**src/rtl/hygro_pkg.sv**
```systemverilog
package hygro_pkg;
  localparam int PAYLOAD_W = 32;
  localparam int FRAME_W   = PAYLOAD_W + 8;

  typedef enum logic [2:0] {
    ST_IDLE, ST_WAIT, ST_ACK_LO, ST_ACK_HI, ST_BIT_LO, ST_BIT_HI, ST_TAIL_LO
  } tx_state_e;

  function automatic logic [7:0] byte_sum(input logic [PAYLOAD_W-1:0] p);
    logic [7:0] s;
    s = 8'd0;
    for (int i = 0; i < PAYLOAD_W/8; i++) s = s + p[i*8 +: 8];
    return s;
  endfunction
endpackage

```
**src/rtl/hr_line_sync.sv**
```systemverilog
module hr_line_sync (
  input  logic clk_i,
  input  logic rst_ni,
  input  logic line_i,
  output logic line_s_o
);
  logic ff1_q, ff2_q;

  // released line idles high
  always_ff @(posedge clk_i or negedge rst_ni) begin
    if (!rst_ni) begin
      ff1_q <= 1'b1;
      ff2_q <= 1'b1;
    end else begin
      ff1_q <= line_i;
      ff2_q <= ff1_q;
    end
  end

  assign line_s_o = ff2_q;
endmodule

```
**src/rtl/hr_start_detect.sv**
```systemverilog
module hr_start_detect #(
  parameter int START_CYC = 1800000
) (
  input  logic clk_i,
  input  logic rst_ni,
  input  logic line_s_i,
  input  logic busy_i,
  output logic req_o
);
  localparam int CW = $clog2(START_CYC + 1);

  logic          prev_q, armed_q;
  logic [CW-1:0] cnt_q;
  logic          fall, rise;

  assign fall = prev_q & ~line_s_i;
  assign rise = ~prev_q & line_s_i;

  always_ff @(posedge clk_i or negedge rst_ni) begin
    if (!rst_ni) begin
      prev_q  <= 1'b1;
      armed_q <= 1'b0;
      cnt_q   <= '0;
    end else begin
      prev_q <= line_s_i;
      if (busy_i) begin
        // own pulls and host pulses during a frame never arm
        armed_q <= 1'b0;
        cnt_q   <= '0;
      end else if (fall) begin
        armed_q <= 1'b1;
        cnt_q   <= CW'(1);
      end else if (!line_s_i && armed_q && cnt_q != CW'(START_CYC)) begin
        cnt_q <= cnt_q + CW'(1);
      end else if (rise) begin
        armed_q <= 1'b0;
      end
    end
  end

  assign req_o = rise & armed_q & (cnt_q == CW'(START_CYC)) & ~busy_i;

  assert_cnt_sat_R2: assert property (@(posedge clk_i) disable iff (!rst_ni)
    cnt_q <= CW'(START_CYC));
  assert_req_after_low_R2: assert property (@(posedge clk_i) disable iff (!rst_ni)
    req_o |-> armed_q && $past(!line_s_i));
endmodule

```
**src/rtl/hr_frame_sender.sv**
```systemverilog
module hr_frame_sender
  import hygro_pkg::*;
#(
  parameter int CLK_MHZ    = 100,
  parameter int WAIT_US    = 13,
  parameter int ACK_LO_US  = 83,
  parameter int ACK_HI_US  = 87,
  parameter int BIT_LO_US  = 54,
  parameter int ONE_HI_US  = 71,
  parameter int ZERO_HI_US = 24,
  parameter int TAIL_LO_US = 54
) (
  input  logic                 clk_i,
  input  logic                 rst_ni,
  input  logic                 go_i,
  input  logic [PAYLOAD_W-1:0] payload_i,
  output logic                 pull_o,
  output logic                 busy_o
);
  localparam int WAIT_C = WAIT_US * CLK_MHZ;
  localparam int ALO_C  = ACK_LO_US * CLK_MHZ;
  localparam int AHI_C  = ACK_HI_US * CLK_MHZ;
  localparam int BLO_C  = BIT_LO_US * CLK_MHZ;
  localparam int ONE_C  = ONE_HI_US * CLK_MHZ;
  localparam int ZERO_C = ZERO_HI_US * CLK_MHZ;
  localparam int TAIL_C = TAIL_LO_US * CLK_MHZ;
  localparam int M1 = (WAIT_C > ALO_C) ? WAIT_C : ALO_C;
  localparam int M2 = (AHI_C > BLO_C) ? AHI_C : BLO_C;
  localparam int M3 = (ONE_C > ZERO_C) ? ONE_C : ZERO_C;
  localparam int M4 = (M1 > M2) ? M1 : M2;
  localparam int M5 = (M3 > TAIL_C) ? M3 : TAIL_C;
  localparam int MAX_C = (M4 > M5) ? M4 : M5;
  localparam int TW = $clog2(MAX_C + 1);
  localparam int IW = $clog2(FRAME_W + 1);

  tx_state_e          st_q;
  logic [TW-1:0]      tmr_q;
  logic [FRAME_W-1:0] frame_q;
  logic [IW-1:0]      idx_q;

  always_ff @(posedge clk_i or negedge rst_ni) begin
    if (!rst_ni) begin
      st_q    <= ST_IDLE;
      tmr_q   <= '0;
      frame_q <= '0;
      idx_q   <= '0;
    end else if (st_q == ST_IDLE) begin
      if (go_i) begin
        st_q    <= ST_WAIT;
        tmr_q   <= TW'(WAIT_C - 1);
        frame_q <= {payload_i, byte_sum(payload_i)};
        idx_q   <= '0;
      end
    end else if (tmr_q != '0) begin
      tmr_q <= tmr_q - TW'(1);
    end else begin
      unique case (st_q)
        ST_WAIT: begin
          st_q  <= ST_ACK_LO;
          tmr_q <= TW'(ALO_C - 1);
        end
        ST_ACK_LO: begin
          st_q  <= ST_ACK_HI;
          tmr_q <= TW'(AHI_C - 1);
        end
        ST_ACK_HI: begin
          st_q  <= ST_BIT_LO;
          tmr_q <= TW'(BLO_C - 1);
        end
        ST_BIT_LO: begin
          st_q  <= ST_BIT_HI;
          tmr_q <= frame_q[FRAME_W-1] ? TW'(ONE_C - 1) : TW'(ZERO_C - 1);
        end
        ST_BIT_HI: begin
          frame_q <= frame_q << 1;
          idx_q   <= idx_q + IW'(1);
          if (idx_q == IW'(FRAME_W - 1)) begin
            st_q  <= ST_TAIL_LO;
            tmr_q <= TW'(TAIL_C - 1);
          end else begin
            st_q  <= ST_BIT_LO;
            tmr_q <= TW'(BLO_C - 1);
          end
        end
        default: st_q <= ST_IDLE;
      endcase
    end
  end

  assign pull_o = (st_q == ST_ACK_LO) || (st_q == ST_BIT_LO) || (st_q == ST_TAIL_LO);
  assign busy_o = (st_q != ST_IDLE);

  assert_phase_hold_R4: assert property (@(posedge clk_i) disable iff (!rst_ni)
    (st_q != ST_IDLE && tmr_q != '0) |=> st_q == $past(st_q));
  assert_bit_limit_R5: assert property (@(posedge clk_i) disable iff (!rst_ni)
    idx_q <= IW'(FRAME_W));
  assert_frame_hold_R8: assert property (@(posedge clk_i) disable iff (!rst_ni)
    (st_q == ST_BIT_LO && $past(st_q == ST_BIT_LO)) |-> $stable(frame_q));
  assert_release_end_R7: assert property (@(posedge clk_i) disable iff (!rst_ni)
    $fell(busy_o) |-> !pull_o && $past(st_q == ST_TAIL_LO));
endmodule

```
**src/rtl/hygro_line_responder.sv**
```systemverilog
module hygro_line_responder
  import hygro_pkg::*;
#(
  parameter int CLK_MHZ      = 100,
  parameter int START_MIN_US = 18000,
  parameter int WAIT_US      = 13,
  parameter int ACK_LO_US    = 83,
  parameter int ACK_HI_US    = 87,
  parameter int BIT_LO_US    = 54,
  parameter int ONE_HI_US    = 71,
  parameter int ZERO_HI_US   = 24,
  parameter int TAIL_LO_US   = 54
) (
  input  logic                 clk_i,
  input  logic                 rst_ni,
  input  logic [PAYLOAD_W-1:0] payload_i,
  input  logic                 line_i,
  output logic                 pull_o,
  output logic                 busy_o
);
  localparam int START_CYC = START_MIN_US * CLK_MHZ;

  logic line_s, req;

  hr_line_sync u_sync (
    .clk_i   (clk_i),
    .rst_ni  (rst_ni),
    .line_i  (line_i),
    .line_s_o(line_s)
  );

  hr_start_detect #(.START_CYC(START_CYC)) u_det (
    .clk_i   (clk_i),
    .rst_ni  (rst_ni),
    .line_s_i(line_s),
    .busy_i  (busy_o),
    .req_o   (req)
  );

  hr_frame_sender #(
    .CLK_MHZ   (CLK_MHZ),
    .WAIT_US   (WAIT_US),
    .ACK_LO_US (ACK_LO_US),
    .ACK_HI_US (ACK_HI_US),
    .BIT_LO_US (BIT_LO_US),
    .ONE_HI_US (ONE_HI_US),
    .ZERO_HI_US(ZERO_HI_US),
    .TAIL_LO_US(TAIL_LO_US)
  ) u_tx (
    .clk_i    (clk_i),
    .rst_ni   (rst_ni),
    .go_i     (req),
    .payload_i(payload_i),
    .pull_o   (pull_o),
    .busy_o   (busy_o)
  );

  assert_pull_in_frame_R10: assert property (@(posedge clk_i) disable iff (!rst_ni)
    pull_o |-> busy_o);
  assert_no_retrigger_R9: assert property (@(posedge clk_i) disable iff (!rst_ni)
    $fell(busy_o) |=> !busy_o);
endmodule

```
**config.mk**
```make
export PLATFORM = sky130hd
export DESIGN_NAME = hygro_line_responder
export DESIGN_NICKNAME = d
export VERILOG_FILES = /design/src/rtl/hygro_pkg.sv /design/src/rtl/hr_line_sync.sv /design/src/rtl/hr_start_detect.sv /design/src/rtl/hr_frame_sender.sv /design/src/rtl/hygro_line_responder.sv
export SDC_FILE = /design/constraint.sdc
export NUM_CORES = 1
export LEC_CHECK = 0
export BUFFER_PORTS_ARGS = -buffer_cell sky130_fd_sc_hd__buf_2
export CORE_UTILIZATION = 25
export CTS_BUF_LIST = sky130_fd_sc_hd__clkbuf_4
export DETAILED_ROUTE_END_ITERATION = 8
export PLACE_DENSITY = 0.47
export SLEW_MARGIN = 15
export SYNTH_ARGS = -nofsm -noshare
export SYNTH_HDL_FRONTEND = slang
export SYNTH_HIERARCHICAL = 1
export SYNTH_SLANG_ARGS = --single-unit
```
**constraint.sdc**
```tcl
create_clock -name clk_i -period 3.8 [get_ports clk_i]
set_input_delay 1.14 -clock clk_i [delete_from_list [all_inputs] [get_ports clk_i]]
set_output_delay 1.14 -clock clk_i [all_outputs]
set_load 0.02 [all_outputs]
```
# [After elaboration in Yosys (flattened, before gate mapping)]
# Cells that the tools add are included.
[op_classes] mux=25 n_addsub=6 eq_ne=12 reduce_logical=17 bitwise_logic=8
[ops] op="40-bit two-way mux" n=4
[ops] op="21-bit two-way mux" n=3
[ops] op="14-bit case mux with 4 select lines" n=1
[ops] op="14-bit two-way mux" n=3
[ops] op="8-bit adder" n=3
[ops] op="6-bit two-way mux" n=4
[ops] op="21-bit by 1-bit adder with 21-bit output, second input constant" n=1
[ops] op="21-bit == test, second input constant" n=1
[ops] op="21-bit != test, second input constant" n=1
[ops] op="3-bit case mux with 5 select lines" n=1
[ops] op="14-bit nonzero test" n=1
[ops] op="14-bit by 1-bit subtractor with 14-bit output, second input constant" n=1
[ops] op="13-bit two-way mux" n=1
[ops] op="3-bit == test, second input constant" n=3
[ops] op="3-bit two-way mux" n=3
[ops] op="3-bit nonzero test" n=3
[ops] op="6-bit by 1-bit adder with 6-bit output, second input constant" n=1
[ops] op="3-bit by 2-bit == test with 1-bit output, second input constant" n=2
[ops] op="6-bit == test, second input constant" n=1
[ops] op="2-bit AND reduction" n=3
[ops] op="6-bit nonzero test" n=1
[ops] op="1-bit bitwise AND" n=5
[ops] op="1-bit two-way mux" n=4
[ops] op="3-bit by 1-bit == test with 1-bit output, second input constant" n=1
[ops] op="other kinds (12)" n=16
[totals] in_bits=35 output_inout_bits=2 word_cells=77 register_bits=88

# [Longest topological paths before layout]
# Gate-level depths: netlist of the first run.
[depth] word_depth=7 mapped_depth=13 ltp_nobuf=13

# [Cells and area by module]
# The synthesis of the first run kept the hierarchy.
[modules_own_cells] module="hr_frame_sender" n_inst=1 cells_each=488 seq_area_each_um2=1576.5 area_each_um2=4043.9
[modules_own_cells] module="hr_start_detect" n_inst=1 cells_each=149 seq_area_each_um2=576.8 area_each_um2=1376.3
[modules_own_cells] module="hr_line_sync" n_inst=1 cells_each=2 seq_area_each_um2=52.6 area_each_um2=52.6

# [Worst setup path after synthesis of the first run]
# OpenSTA, ideal clock, no wires.
[synth_timing] path_kind="in2reg" from="in payload_i[1]" to="reg u_tx.frame_q[7]" arrival_time_ps=3485 path_buffers=0 required_time_ps=3717 slack_ps=232 stages=13 setup_ps=83 cell_sequence="inv_1 -> fa_1 -> inv_1 -> fa_1 -> ha_1 -> inv_1 -> fa_1 -> nor2b_1 -> nor3_1 -> o21bai_1 -> a21oi_1 -> xnor2_1 -> o21ai_0"
[synth_between] elab_chain_cells=5
[synth_rtl] item="start, declared" line="hygro_line_responder.sv:16" text="input logic [PAYLOAD_W-1:0] payload_i,"
[synth_rtl] item="8-bit adder (3 in a row)" line="hygro_pkg.sv:12" text="for (int i = 0; i < PAYLOAD_W/8; i++) s = s + p[i*8 +: 8];"
[synth_rtl] item="40-bit two-way mux" line="hr_frame_sender.sv:48" text="if (go_i) begin"
[synth_rtl] item="40-bit two-way mux" line="hr_frame_sender.sv:47" text="end else if (st_q == ST_IDLE) begin"
[synth_rtl] item="end signal, assigned" line="hr_frame_sender.sv:51" text="frame_q <= {payload_i, byte_sum(payload_i)};"
[synth_rtl] item="end signal, assigned" line="hr_frame_sender.sv:75" text="frame_q <= frame_q << 1;"
[synth_rtl] item="end, declared" line="hr_frame_sender.sv:38" text="logic [FRAME_W-1:0] frame_q;"
# Every way passes these cells. The select of a mux whose other input is x is not followed.
# A chain may end at the register's enable or synchronous reset.

# [Worst setup path after layout of the first run]
# Same ends and word-level chain as after synthesis.

==> results of run 1 <==
worst register-to-register path: cells and delay by family, from the launching register on:
kind | cells | cell delay (ns)
AND/OR/NAND/NOR | 5 | 1.19
flip-flops | 1 | 0.48
adder cells (fa/ha/maj) | 1 | 0.16
AO/OA/AOI/OAI | 2 | 0.48
buffers and inverters | 3 | 0.62
area by class of cell:
type / instances / area [um^2] / share of cell area (%)
tap: 275 / 344 / 5.66
inverter: 52 / 195 / 3.21
timing repair buffer: 43 / 260 / 4.28
clock inverter: 7 / 93.8 / 1.54
clock buffer: 9 / 67.6 / 1.11
sequential: 88 / 2210 / 36.3
multi-input combinational: 467 / 2920 / 47.9
metrics by stage:
stage / TNS, ns / total power, uW / setup WS (ns)
3_3_place_gp: 0 / 1340 / 0.0236
4_1_cts: 0 / 1980 / 0.476
2_1_floorplan: 0 / 1220 / 0.232
3_5_place_dp: -0.0578 / 1340 / -0.0578
6_report: 0 / 1940 / 0.438
5_1_grt: 0 / 2070 / 0.370
state kept, by name, summed over array words and instances (netlist names):
signal and cells:
u_tx/frame_q 40, u_det/cnt_q 21, u_tx/tmr_q 14, u_tx/idx_q 6, u_tx/st_q 3, u_det/armed_q 1
u_det/prev_q 1, u_sync/ff1_q 1, u_sync/line_s_o 1
power breakdown:
part	total, uW	internal [uW]	switching [uW]
Clock	624	268	355
Sequential	969	950	18.9
Combinational	351	152	200
Total	1940	1370	574
synth_stat cells (4+ instances only):
master	count	share of area, %
nand2_1	100	6.9
dfrtp_1	85	39
nor2_1	77	5.3
inv_1	51	3.5
a31oi_1	39	4.5
a21oi_1	33	3.0
o21ai_0	33	3.0
clkbuf_1	16	1.1
fa_1	14	5.1
nor3_1	13	1.2
ha_1	12	2.7
nand4_1	11	1.3
xnor2_1	10	1.6
buf_2	9	0.82
nand3_1	9	0.82
or3_1	9	1.0
xor2_1	8	1.3
nor4_1	6	0.69
nand2b_1	5	0.57
nor2b_1	5	0.57
o31ai_1	5	0.69
mux2i_1	4	0.73
o41ai_1	4	0.64
metal layers:
metal | wire (um) | vias to the layer above
met3 | 406 | 9
met1 | 7000 | 2184
met4 | 144 | 0
met5 | 0 | -
li1 | - | 2275
met2 | 6170 | 62
final timing paths:
check,startpoint,to,cells past startpoint
setup / recovery,payload_i[1],u_tx/frame_q[7],14
min in group asynchronous,rst_ni,u_tx/tmr_q[4],1
setup reg to reg,u_det/cnt_q[0],u_tx/frame_q[36],11
hold / removal,u_sync/ff1_q,u_sync/line_s_o,0
hold reg to reg,u_sync/ff1_q,u_sync/line_s_o,0
max in group asynchronous,rst_ni,u_tx/frame_q[34],2
kinds of logic (layout without fill, tap and decap cells):
group                    Yosys count  in the layout
AND/OR/NAND/NOR                  268            268
AO/OA/AOI/OAI                    150            150
flip-flops                        88             88
buffers and inverters             84            111
adder cells (fa/ha/maj)           26             26
XOR/XNOR                          18             18
multiplexers                       5              5
==> key figures, run 1 <==
Critical path
  – Highest fanout seen on the critical path: 2
  – CP bufs+invs: 4
  – Crit-path cells: buf_2 > inv_1 > fa_1 > inv_1 > fa_1 > ha_1 > inv_1 > fa_1 > nor2b_1 > nor3_1 > o21bai_1 > a21oi_1 > xnor2_1 > o21ai_0
  – Largest stage delay, worst path: around 0.53 ns
  – Max stage delay cell, worst path: fa_1
  – Req. time, crit path: 4.20 ns
  – CP top delay family: adder cells
  – Reg2reg setup slack: around 0.8 ns
  – Crit Path Class: in2reg
  – Arrival @ worst endpoint: approximately 3.8 ns
  – Critical path endpoint category: flop
  – Startpoint Class: input port

Yosys
  – Ys async rst share: 100%
  – Mapped Area: 5470 um^2
  – Cell variety after synth: between 70 and 80
  – Synth Register Bits: 88
  – Yosys warnings: 6
  – Area share of xor/xnor cells in the synthesized design: 2.88%
  – Compound-Gate Fraction of Synth Area: 17.4%
  – Post-synthesis mux area share: less than 1%
  – Post-synthesis sequential area ratio: between 40 and 50%
  – Synth Area in Adders: 7.86%
  – Synth Net Count: 700
  – Synthesized instance count: ~640
  – Post-synthesis simple-gate area fraction: 24.0%
  – Avg Synthesized Cell Area: roughly 8.6 um^2
  – Post-synth top flop: dfrtp_1
  – Largest family of logic cells by synthesized area: simple AND/OR/NAND/NOR gates
  – Post-synth EDFFs: 0

Cells and area
  – Layout cells sized above 1: about an eighth
  – Finished Layout Cells: 941
  – Design Area, Final: approximately 6100 um^2
  – Area Overhead vs Synth: 11.1%
  – Most frequent cells in the layout: nand2_1, dfrtp_1, nor2_1
  – Final Util: between 20 and 30%
  – # nets final: 722
  – Fill cell total of the finished layout: about 2300
  – Ant diodes: 0
  – Commonest non-fill, non-tap cell in the layout: nand2_1

Route
  – Drt total wl: approximately 14 mm
  – DR iter-0 viols: about 310
  – Via density: 4.81
  – Post-DRT Antenna Nets: 0
  – Residual DRC count: 0
  – WL/cell: ~15 um
  – 1st-pass router iterations: 4
  – Total number of vias: around 4500

Placed design
  – DP Area: 5920 um^2
  – Detailed Place HPWL: about 10 mm
  – Cell total after placement: 925
  – GP Congestion: roughly 0.8
  – Number of port buffers: 36

STA
  – Final period utilization: between 80% and 90%
  – Final Setup Violations: 0
  – Max-slew headroom: 45.9%
  – Setup Skew: between 0.02 and 0.025 ns
  – RSZ-0062 raised after global routing: no
  – Final slew viol count: 0
  – Final Hold Viols: 0
  – WHS: around 0.37 ns
  – Worst-margin pin slew: 0.808 ns
  – Period minus WS final: approximately 3.4 ns
  – Maximum clock frequency: 297 MHz

Clock network
  – Buffer levels on the longest clock path: 2
  – Root buffer cell: clkbuf_4
  – Htree depth: 3
  – CTS tree: done
  – Post_cts resized: 0
  – Post-CTS Setup Inserts: 0
  – CTS Buf Count: 9
  – Clock transition at path regs: approximately 0.15 ns
  – Cts hold-fix bufs: 0
  – Clk_lat worst skew: between 0.4 and 0.5 ns
  – Sink Count: 88

Floorplanning
  – Die Width: around 150 um
  – Row cnt: between 50 and 60
  – Initial Utilization: approximately a quarter
  – Die area: approximately 22000 um^2
  – Core ar.: about 21000 um^2
  – DIE HEIGHT: about 150 um
  – I/O pins: 37

Power and ir drop
  – P per Cell Area: 320 nW/um^2
  – Max IR drop VDD: roughly 0.17 mV
  – Leakage power: 0.00260 uW

GRT
  – Gr busiest metal: met2
  – GRT Util Overall: 13.2%
  – Met3 global-route usage: 2.68%
  – Overflow after GRT: 0
  – First-pass GRT wire length: between 20 and 25 mm
  – Met2 GRT Util: 20.6%
  – Antenna violations before repair: 0
  – Met1 Use GR: roughly 18%
  – Number of global-route vias before repair: ~4500
  – Largest net degree at the start of global routing: just over 60

Outcome
  – Status: complete, no violations

Worst hold path
  – Hold Crit Class: reg2reg

Job
  – Maxcap violations: 0
Power figures use the tool's default switching activity.
==> inputs of run 2 (changes only) <==
--- a/config.mk
+++ b/config.mk
@@ -5,7 +5,7 @@
 export SDC_FILE = /design/constraint.sdc
 export NUM_CORES = 1
 export LEC_CHECK = 0
-export BUFFER_PORTS_ARGS = -buffer_cell sky130_fd_sc_hd__buf_2
+export BUFFER_PORTS_ARGS = -buffer_cell sky130_fd_sc_hd__buf_4
 export CORE_UTILIZATION = 25
 export CTS_BUF_LIST = sky130_fd_sc_hd__clkbuf_4
 export DETAILED_ROUTE_END_ITERATION = 8
==> constraint.sdc (replaced) <==
create_clock -name clk_i -period 3.7 [get_ports clk_i]
set_input_delay 1.11 -clock clk_i [delete_from_list [all_inputs] [get_ports clk_i]]
set_output_delay 1.11 -clock clk_i [all_outputs]
set_load 0.02 [all_outputs]
==> key figures, run 2 (synthesized netlist as in run 1, its figures left out) <==
STA
  – Final period utilization: 89.1%
  – Worst-margin pin slew: slightly above 0.8 ns
  – Setup Skew: ~0.026 ns
  – Period minus WS final: 3.29 ns
  – Final slew viol count: 0
  – Maximum clock frequency: approximately 300 MHz
  – RSZ-0062 raised after global routing: no
  – Max-slew headroom: 45.1%
  – Fin worst setup slack: between 0.4 and 0.5 ns
  – Final Setup Violations: 0
  – Final Hold Viols: 0

Clock network
  – CTS Buf Count: 9
  – CTS tree: done
  – Post-CTS Setup Inserts: 0
  – Sink Count: 88
  – Clock transition at path regs: about 0.14 ns
  – Htree depth: 3
  – Cts hold-fix bufs: 0
  – Post_cts resized: 0
  – Root buffer cell: clkbuf_4
  – Clk_lat worst skew: about 0.47 ns
  – Buffer levels on the longest clock path: 2

Placed design
  – Cell total after placement: between 900 and 1000
  – Pre-CTS setup slack: -0.0883 ns
  – Number of port buffers: 36
  – Detailed Place HPWL: about 10 mm
  – GP Congestion: slightly above 0.8

Critical path
  – Crit Path Class: in2reg
  – Req. time, crit path: 4.08 ns
  – Arrival @ worst endpoint: around 3.7 ns
  – Critical path endpoint category: flop
  – Startpoint Class: input port
  – Highest fanout seen on the critical path: 2

Route
  – Post-DRT Antenna Nets: 0
  – Via density: between 4 and 5
  – DR iter-0 viols: about 310
  – Total number of vias: 4616
  – WL/cell: about 15 um
  – Drt total wl: 14.1 mm
  – Residual DRC count: 0
  – 1st-pass router iterations: 4

Cells and area
  – Most frequent cells in the layout: nand2_1, dfrtp_1, nor2_1
  – Largest registers: u_tx/frame_q x40, u_det/cnt_q x21, u_tx/tmr_q x14
  – Area Overhead vs Synth: 13.3%
  – Layout cells sized above 1: around an eighth
  – Most flops, register: u_tx/frame_q
  – Ant diodes: 0
  – Commonest non-fill, non-tap cell in the layout: nand2_1
  – Largest register FFs: 40
  – Finished Layout Cells: between 900 and 1000
  – # nets final: roughly 730

Floorplanning
  – DIE HEIGHT: 150 um
  – Core ar.: between 20000 and 25000 um^2
  – Die Width: 150 um
  – Initial Utilization: approximately 26%
  – I/O pins: 37
  – Die area: ~22000 um^2
  – Row cnt: between 50 and 60

Worst hold path
  – Hold Crit Class: reg2reg

GRT
  – Largest net degree at the start of global routing: 62
  – Number of global-route vias before repair: approximately 4500
  – GRT Util Overall: 13.2%
  – First-pass GRT wire length: 23.5 mm
  – Overflow after GRT: 0
  – Antenna violations before repair: 0

Job
  – Maxcap violations: 0

Power and ir drop
  – Leakage power: 0.00264 uW
  – Max IR drop VDD: roughly 0.15 mV
  – P per Cell Area: ~340 nW/um^2

Outcome
  – Status: complete, no violations
-- run 2: final timing paths --
check                                from                to  slack [ns]  depth (start not counted)
min in group asynchronous          rst_ni     u_tx/tmr_q[3]        0.59                          1
max in group asynchronous          rst_ni  u_tx/frame_q[35]        2.33                          2
min reg2reg                  u_sync/ff1_q   u_sync/line_s_o        0.37                          0
max                          payload_i[1]   u_tx/frame_q[7]        0.41                         14
min                          u_sync/ff1_q   u_sync/line_s_o        0.37                          0
max reg2reg                u_det/cnt_q[0]  u_tx/frame_q[30]        0.72                         11
-- run 2: layout make-up --
type,count,area [um^2]
Fill cell,2343,15000
Multi-Input combinational cell,467,2920
Sequential cell,88,2210
Timing Repair Buffer,46,358
Tap cell,275,344
Inverter,52,195
Clock inverter,5,106
Clock buffer,10,75.1
-- run 2: through the flow --
stage / instance area (um^2) / setup TNS, ns / hold WS [ns] / util (%) / total power (uW)
6_report: 6200 / 0 / 0.367 / 29.2 / 2080
5_1_grt: 6200 / 0 / 0.375 / 29.2 / 2200
4_1_cts: 6200 / 0 / 0.369 / 29.2 / 2120
3_5_place_dp: 6020 / -0.124 / 0.348 / 28.4 / 1400
3_3_place_gp: 6020 / -0.0463 / 0.348 / 28.4 / 1400
2_1_floorplan: 5470 / 0 / 0.345 / - / 1260
-- run 2: per-layer routing --
metal | share of wire (%) | global-route usage, % | vias up | routed length [um]
met5 | 0 | 0 | - | 0
met4 | 1.4 | 3.64 | 0 | 197
met3 | 3.4 | 2.68 | 15 | 483
met2 | 46 | 20.5 | 88 | 6430
met1 | 50 | 18.4 | 2241 | 6980
li1 | - | - | 2272 | -
-- run 2: critical path, cell delays in order --
cell	delay, ns
buf_4	0.09
inv_1	0.06
fa_1	0.53
inv_1	0.05
fa_1	0.50
ha_1	0.16
inv_1	0.06
fa_1	0.37
nor2b_1	0.17
nor3_1	0.07
o21bai_1	0.13
a21oi_1	0.09
xnor2_1	0.13
o21ai_0	0.16
-- run 2: power by group --
| group | switching [uW] | internal [uW] |
|---|---|---|
| clock | 352 | 347 |
| combinational | 207 | 178 |
| sequential | 19.8 | 975 |
| total | 580 | 1500 |
